$ cat src/rtl/sa_pkg.sv
// Package: default geometry and operand widths shared by the systolic array
// and its checker. Every module takes these as parameter defaults.
package sa_pkg;
    localparam int unsigned SA_DIM   = 4;   // rows = columns of the grid
    localparam int unsigned SA_ACT_W = 8;   // activation width (signed)
    localparam int unsigned SA_WGT_W = 8;   // weight width (signed)
    localparam int unsigned SA_SUM_W = 32;  // partial-sum width (signed)
endpackage

$ cat src/rtl/sa_delay.sv
// Module: sa_delay
// A fixed-length register pipeline, used for input skew, output de-skew and
// the valid strobe. Assumes DEPTH >= 1. The caller bypasses zero-depth cases.
module sa_delay #(
    parameter int unsigned WIDTH = 8,
    parameter int unsigned DEPTH = 1
) (
    input  logic             clk,
    input  logic             rst_n,
    input  logic [WIDTH-1:0] din,
    output logic [WIDTH-1:0] dout
);
    logic [WIDTH-1:0] stage_q [DEPTH];

    // Shift one stage per clock; reset clears all stages.
    always_ff @(posedge clk) begin
        if (!rst_n) begin
            for (int i = 0; i < int'(DEPTH); i++) stage_q[i] <= '0;
        end else begin
            stage_q[0] <= din;
            for (int i = 1; i < int'(DEPTH); i++) stage_q[i] <= stage_q[i-1];
        end
    end

    assign dout = stage_q[DEPTH-1];
endmodule

$ cat src/rtl/sa_pe.sv
// Module: sa_pe
// One multiply-accumulate cell. It multiplies the activation passing through
// by the weight held for it and adds the product to the sum from above,
// registering the result for the cell below. Assumes SUM_W >= ACT_W + WGT_W.
module sa_pe #(
    parameter int unsigned ACT_W = 8,
    parameter int unsigned WGT_W = 8,
    parameter int unsigned SUM_W = 32
) (
    input  logic                    clk,
    input  logic                    rst_n,
    input  logic signed [ACT_W-1:0] act_in,
    input  logic signed [WGT_W-1:0] wgt,
    input  logic signed [SUM_W-1:0] psum_in,
    output logic signed [SUM_W-1:0] psum_out
);
    localparam int unsigned PROD_W = ACT_W + WGT_W;

    logic signed [PROD_W-1:0] prod;
    logic signed [SUM_W-1:0]  psum_q;

    // Full-precision signed product.
    assign prod = act_in * wgt;

    // Accumulate into the registered partial sum.
    always_ff @(posedge clk) begin
        if (!rst_n) psum_q <= '0;
        else        psum_q <= psum_in + SUM_W'(prod);
    end

    assign psum_out = psum_q;
endmodule

$ cat src/rtl/systolic_mm_array.sv
// Module: systolic_mm_array
// N x N weight-stationary systolic grid. Weights shift down the columns while
// wt_load is high and hold otherwise. Activations are skewed by row index,
// travel right one cell per cycle and meet partial sums that start at zero
// on the top row and move down one cell per cycle. Bottom-row sums are
// de-skewed so that a full result vector leaves together 2N-1 cycles after
// its input. Assumes that no load overlaps a vector in flight.
module systolic_mm_array
    import sa_pkg::*;
#(
    parameter int unsigned N     = SA_DIM,
    parameter int unsigned ACT_W = SA_ACT_W,
    parameter int unsigned WGT_W = SA_WGT_W,
    parameter int unsigned SUM_W = SA_SUM_W
) (
    input  logic               clk,
    input  logic               rst_n,
    input  logic               wt_load,
    input  logic [N*WGT_W-1:0] wt_in,
    input  logic               act_valid,
    input  logic [N*ACT_W-1:0] act_in,
    output logic               res_valid,
    output logic [N*SUM_W-1:0] res_out
);
    localparam int unsigned LATENCY = 2*N - 1;

    logic signed [ACT_W-1:0] act_h  [N][N];    // activation entering cell (r,c)
    logic signed [WGT_W-1:0] wgt_v  [N][N];    // weight held in cell (r,c)
    logic signed [SUM_W-1:0] psum_v [N+1][N];  // sum entering row r of column c

    genvar r, c;
    generate
        for (r = 0; r < N; r++) begin : g_row
            // Left-edge skew: row r waits r cycles.
            if (r == 0) begin : g_noskew
                assign act_h[r][0] = act_in[ACT_W-1:0];
            end else begin : g_skew
                sa_delay #(.WIDTH(ACT_W), .DEPTH(r)) u_skew (
                    .clk  (clk),
                    .rst_n(rst_n),
                    .din  (act_in[r*ACT_W +: ACT_W]),
                    .dout (act_h[r][0])
                );
            end

            for (c = 0; c < N; c++) begin : g_col
                logic signed [WGT_W-1:0] wgt_q;

                // Weight holder: shift from above during load, hold otherwise.
                if (r == 0) begin : g_wtop
                    always_ff @(posedge clk) begin
                        if (!rst_n)       wgt_q <= '0;
                        else if (wt_load) wgt_q <= wt_in[c*WGT_W +: WGT_W];
                    end
                end else begin : g_wmid
                    always_ff @(posedge clk) begin
                        if (!rst_n)       wgt_q <= '0;
                        else if (wt_load) wgt_q <= wgt_v[r-1][c];
                    end
                end
                assign wgt_v[r][c] = wgt_q;

                // Activation hand-off to the right neighbour.
                if (c < N-1) begin : g_fwd
                    logic signed [ACT_W-1:0] fwd_q;
                    always_ff @(posedge clk) begin
                        if (!rst_n) fwd_q <= '0;
                        else        fwd_q <= act_h[r][c];
                    end
                    assign act_h[r][c+1] = fwd_q;
                end

                sa_pe #(.ACT_W(ACT_W), .WGT_W(WGT_W), .SUM_W(SUM_W)) u_pe (
                    .clk     (clk),
                    .rst_n   (rst_n),
                    .act_in  (act_h[r][c]),
                    .wgt     (wgt_v[r][c]),
                    .psum_in (psum_v[r][c]),
                    .psum_out(psum_v[r+1][c])
                );
            end
        end

        for (c = 0; c < N; c++) begin : g_out
            // Top row starts every column from zero.
            assign psum_v[0][c] = '0;

            // Bottom-edge de-skew: column c waits N-1-c cycles.
            if (c == N-1) begin : g_nodeskew
                assign res_out[c*SUM_W +: SUM_W] = psum_v[N][c];
            end else begin : g_deskew
                sa_delay #(.WIDTH(SUM_W), .DEPTH(N-1-c)) u_deskew (
                    .clk  (clk),
                    .rst_n(rst_n),
                    .din  (psum_v[N][c]),
                    .dout (res_out[c*SUM_W +: SUM_W])
                );
            end
        end
    endgenerate

    // Valid strobe travels alongside the data through the whole pipeline.
    sa_delay #(.WIDTH(1), .DEPTH(LATENCY)) u_vpipe (
        .clk  (clk),
        .rst_n(rst_n),
        .din  (act_valid),
        .dout (res_valid)
    );
endmodule

$ cat config.mk
export PLATFORM = sky130hd
export DESIGN_NAME = systolic_mm_array
export DESIGN_NICKNAME = d
export VERILOG_FILES = /design/src/rtl/sa_pkg.sv /design/src/rtl/sa_delay.sv /design/src/rtl/sa_pe.sv /design/src/rtl/systolic_mm_array.sv
export SDC_FILE = /design/constraint.sdc
export NUM_CORES = 2
export LEC_CHECK = 0
export ABC_AREA = 1
export BUFFER_PORTS_ARGS = -buffer_cell sky130_fd_sc_hd__buf_4
export CORE_MARGIN = 5
export CORE_UTILIZATION = 55
export CTS_CLUSTER_DIAMETER = 100
export DETAILED_ROUTE_END_ITERATION = 16
export GPL_TIMING_DRIVEN = 0
export MAX_ROUTING_LAYER = met4
export PLACE_DENSITY = 0.71
export SLEW_MARGIN = 20
export SYNTH_ARGS = -nofsm -noshare
export SYNTH_HDL_FRONTEND = slang
export SYNTH_SLANG_ARGS = --single-unit
$ cat constraint.sdc
create_clock -name clk -period 7.3 [get_ports clk]
set_input_delay 0.365 -clock clk [delete_from_list [all_inputs] [get_ports clk]]
set_output_delay 0.365 -clock clk [all_outputs]
set_load 0.02 [all_outputs]
==> metrics.csv <==
metric,value,unit
swShare,38.1,%
vias,66000,
clk_pin_slew_worst_paths,0.06,ns
outcome,"complete, no violations",
synthToLayoutAreaGrowth,9.56,%
slew_viol_final,0,
antenna_found_initial,12,
p_per_area,192,nW/um^2
worstHoldPathType,primary input to flop,
dpl_cell_area,90700,um^2
worstSetupPathType,flop to flop,
hold_violations,0,
drc,0,
grt_overflow,0,
synth.distinct_cells,41,
synthCells,10800,
htree_levels,3,
clock_power_share,29.8,%
ir_drop,0.186,mV
first_pass_iters,6,
rsz0062_at_grt,false,
routed_wl,211000,um
drv_cap,0,
worst_setup_path_end_kind,flop,
synth-seq-cells,859,
clock_sink_count,859,
slew_headroom,23.0,%
ys.flop_type,dfxtp_1,
comb_power_share,39.0,%
fin_crit_sh,80.2,%
drt_iter0_drc,4106,
io_pins,197,
grt_pass1_wl,350000,um
hp-start,act_in[4],
async_reset_ff_share,0,%
synth_area,86700,um^2
worst_slew_pin_slew,1.15,ns
grt_usage,27.1,%
grt_pass1_vias,68500,
cts_root_buffer,clkbuf_16,
initial_core_util,55.4,%
crit_arrival,6.46,ns
setup_viol,0,
die_area,166000,um^2
p_int,11.3,mW
r2r-start,g_row[3].g_col[1].wgt_q[2],
setup_tns,0,ns
clockBufferDepth,3,
fmax,171,MHz
dp_hpwl,174000,um
critPathLaunch,g_row[3].g_col[1].wgt_q[2],
ff2ff_setup_slack,1.44,ns
power_switching,6.93,mW
r2r_end,g_row[3].g_col[1].u_pe.psum_out[31],
cts_tree,built,
clk_latency,0.73,ns
synthesis.nets,13000,
via_per_inst,4.98,
wl_per_cell,15.9,um
min_period,5.86,ns
gp_congestion,0.926,
die_h,407,um
seq_power_share,31.2,%
numCtsBuffers,98,
fin_skew,0.0412,ns
fillerInstances,13900,
yosysWarnings,0,
cts_setup_buffers,0,
worstHoldPathCells,3,
path_max_fanout,13,
port_buffers,186,
synth-edff-count,0,
p_leak,56.1,nW
fin_nets,13300,
syn_area_per_cell,8.06,um^2
worstHoldEndpoint,g_row[0].g_col[0].g_fwd.fwd_q[4],
r2r_cells,18,
postRouteAntennaNets,0,
final_area,95000,um^2
crit_path_start_kind,flop,
rows,145,
worst_ep_required_time,7.91,ns
yosysSeqAreaShare,19.8,%
die_x,407,um
grt_max_degree,25,
final_layout_size_suffix_gt1_share,5.57,%
core_region_area,156000,um^2
[power groups by stage]
stage          clock [mW]  sequential (mW)  combinational, mW
4_1_cts              5.55             5.69               7.13
6_report             5.42             5.67               7.09
3_5_place_dp            0             5.79               7.02
3_3_place_gp            0             5.77               6.89
2_1_floorplan           0             5.74               5.13
5_1_grt              5.74             5.75               8.22
[state kept, by name (all words and copies together) (netlist names)]
| register | count |
|---|---|
| g_row.g_col.g_fwd.fwd_q | 96 |
| g_out.g_deskew.u_deskew.stage_q | 192 |
| u_vpipe.stage_q | 7 |
| g_row.g_skew.u_skew.stage_q | 48 |
| g_row.g_col.wgt_q | 128 |
| g_row.g_col.u_pe.psum_out | 388 |
[logic make-up after synthesis]
| logic type | after synthesis | share of synthesized area, % |
|---|---|---|
| fa+ha+maj | 2144 | 43.1 |
| compound gates | 906 | 5.59 |
| buf+inv | 3253 | 14.5 |
| xor+xnor | 70 | 0.707 |
| flops | 859 | 19.8 |
| simple gates | 3524 | 16.3 |
[worst max-delay path, stage by stage (launching register included)]
cell      delay, ns
dfxtp_1        0.31
clkbuf_1       0.38
nand2_1        0.27
fa_1           0.68
fa_1           0.60
inv_1          0.62
fa_1           0.55
fa_1           0.45
ha_1           0.29
ha_1           0.39
nand2_1        0.10
inv_1          0.08
nand2_1        0.09
nor3_1         0.28
and2_1         0.18
nand2_1        0.06
nand3_1        0.08
nand2_1        0.05
nor2_1         0.27
[cells in the final DEF, fill, tap and decap left out, types with 38 or more instances in the layout]
cell | netlist | layout
nor2_1 | 710 | 710
nor3_1 | 49 | 49
ha_1 | 740 | 740
clkbuf_1 | 306 | 308
nand3_1 | 225 | 225
buf_4 | 65 | 251
inv_1 | 2804 | 2796
o21ai_0 | 324 | 324
clkbuf_16 | 0 | 99
dfxtp_1 | 859 | 859
nand4_1 | 43 | 43
a21oi_1 | 446 | 446
buf_2 | 59 | 61
or2_2 | 53 | 53
xor2_1 | 38 | 38
fa_1 | 1404 | 1404
dlygate4sd3_1 | 0 | 56
nand2_1 | 2353 | 2353
[Yosys cell counts (all sizes together), types with 31 or more instances]
library cell	number	share of area, %
nor2	725	3.2
o21ai	339	2.0
ha	740	11
buf	127	0.92
or2	53	0.38
dfxtp	859	20
nand4	43	0.31
nor3	53	0.33
xor2	38	0.38
nand2	2372	10
o21a	34	0.29
nand3	236	1.4
fa	1404	32
inv	2812	12
a21oi	455	2.7
xnor2	32	0.32
o21bai	31	0.27
clkbuf	306	1.3
[stage by stage]
step | hold WS [ns] | worst slack (ns) | total power [mW] | util [%] | instances
2_1_floorplan | 0.386 | 2.20 | 10.9 | - | 10800
4_1_cts | 0.00975 | 1.38 | 18.4 | 60.7 | 13200
3_3_place_gp | 0.392 | 1.23 | 12.7 | 58.0 | 13000
3_5_place_dp | 0.395 | 1.44 | 12.8 | 58.0 | 13000
5_1_grt | 0.0501 | 1.06 | 19.7 | 60.7 | 13300
6_report | 0.0532 | 1.44 | 18.2 | 60.7 | 13300
[area by class of cell]
class | count | area (um^2) | share of cell area, %
antenna | 16 | 40.0 | 0.0422
buffer | 433 | 1950 | 2.06
clock buffer | 127 | 2790 | 2.94
clock inverter | 53 | 857 | 0.903
inverter | 2820 | 10600 | 11.1
multi-input combinational | 6644 | 57000 | 60.0
sequential | 859 | 17200 | 18.1
tap | 2058 | 2570 | 2.71
timing repair buffer | 245 | 2010 | 2.12
[what timing repair did]
item	4_1_cts	5_1_grt
hold buffers	56	0
resized for setup	0	0
endpoints found under the hold margin	56	0
[metal layers]
metal	GRT usage, %	part of all wire (%)
met4	8.89	3.9
met5	-	0
met2	44.9	47
met1	34.7	43
met3	3.77	5.8
[worst max-delay path by stage]
stage                                                      to  slack, ns  cells after the start
after floorplan           g_row[3].g_col[2].u_pe.psum_out[29]       2.20                     19
after global placement    g_row[3].g_col[2].u_pe.psum_out[29]       1.23                     19
after detailed placement  g_row[3].g_col[1].u_pe.psum_out[31]       1.44                     18
after CTS                 g_row[3].g_col[1].u_pe.psum_out[31]       1.38                     18
after global routing      g_row[3].g_col[1].u_pe.psum_out[31]       1.06                     18
final                     g_row[3].g_col[1].u_pe.psum_out[31]       1.44                     18
Power figures use the tool's default switching activity.
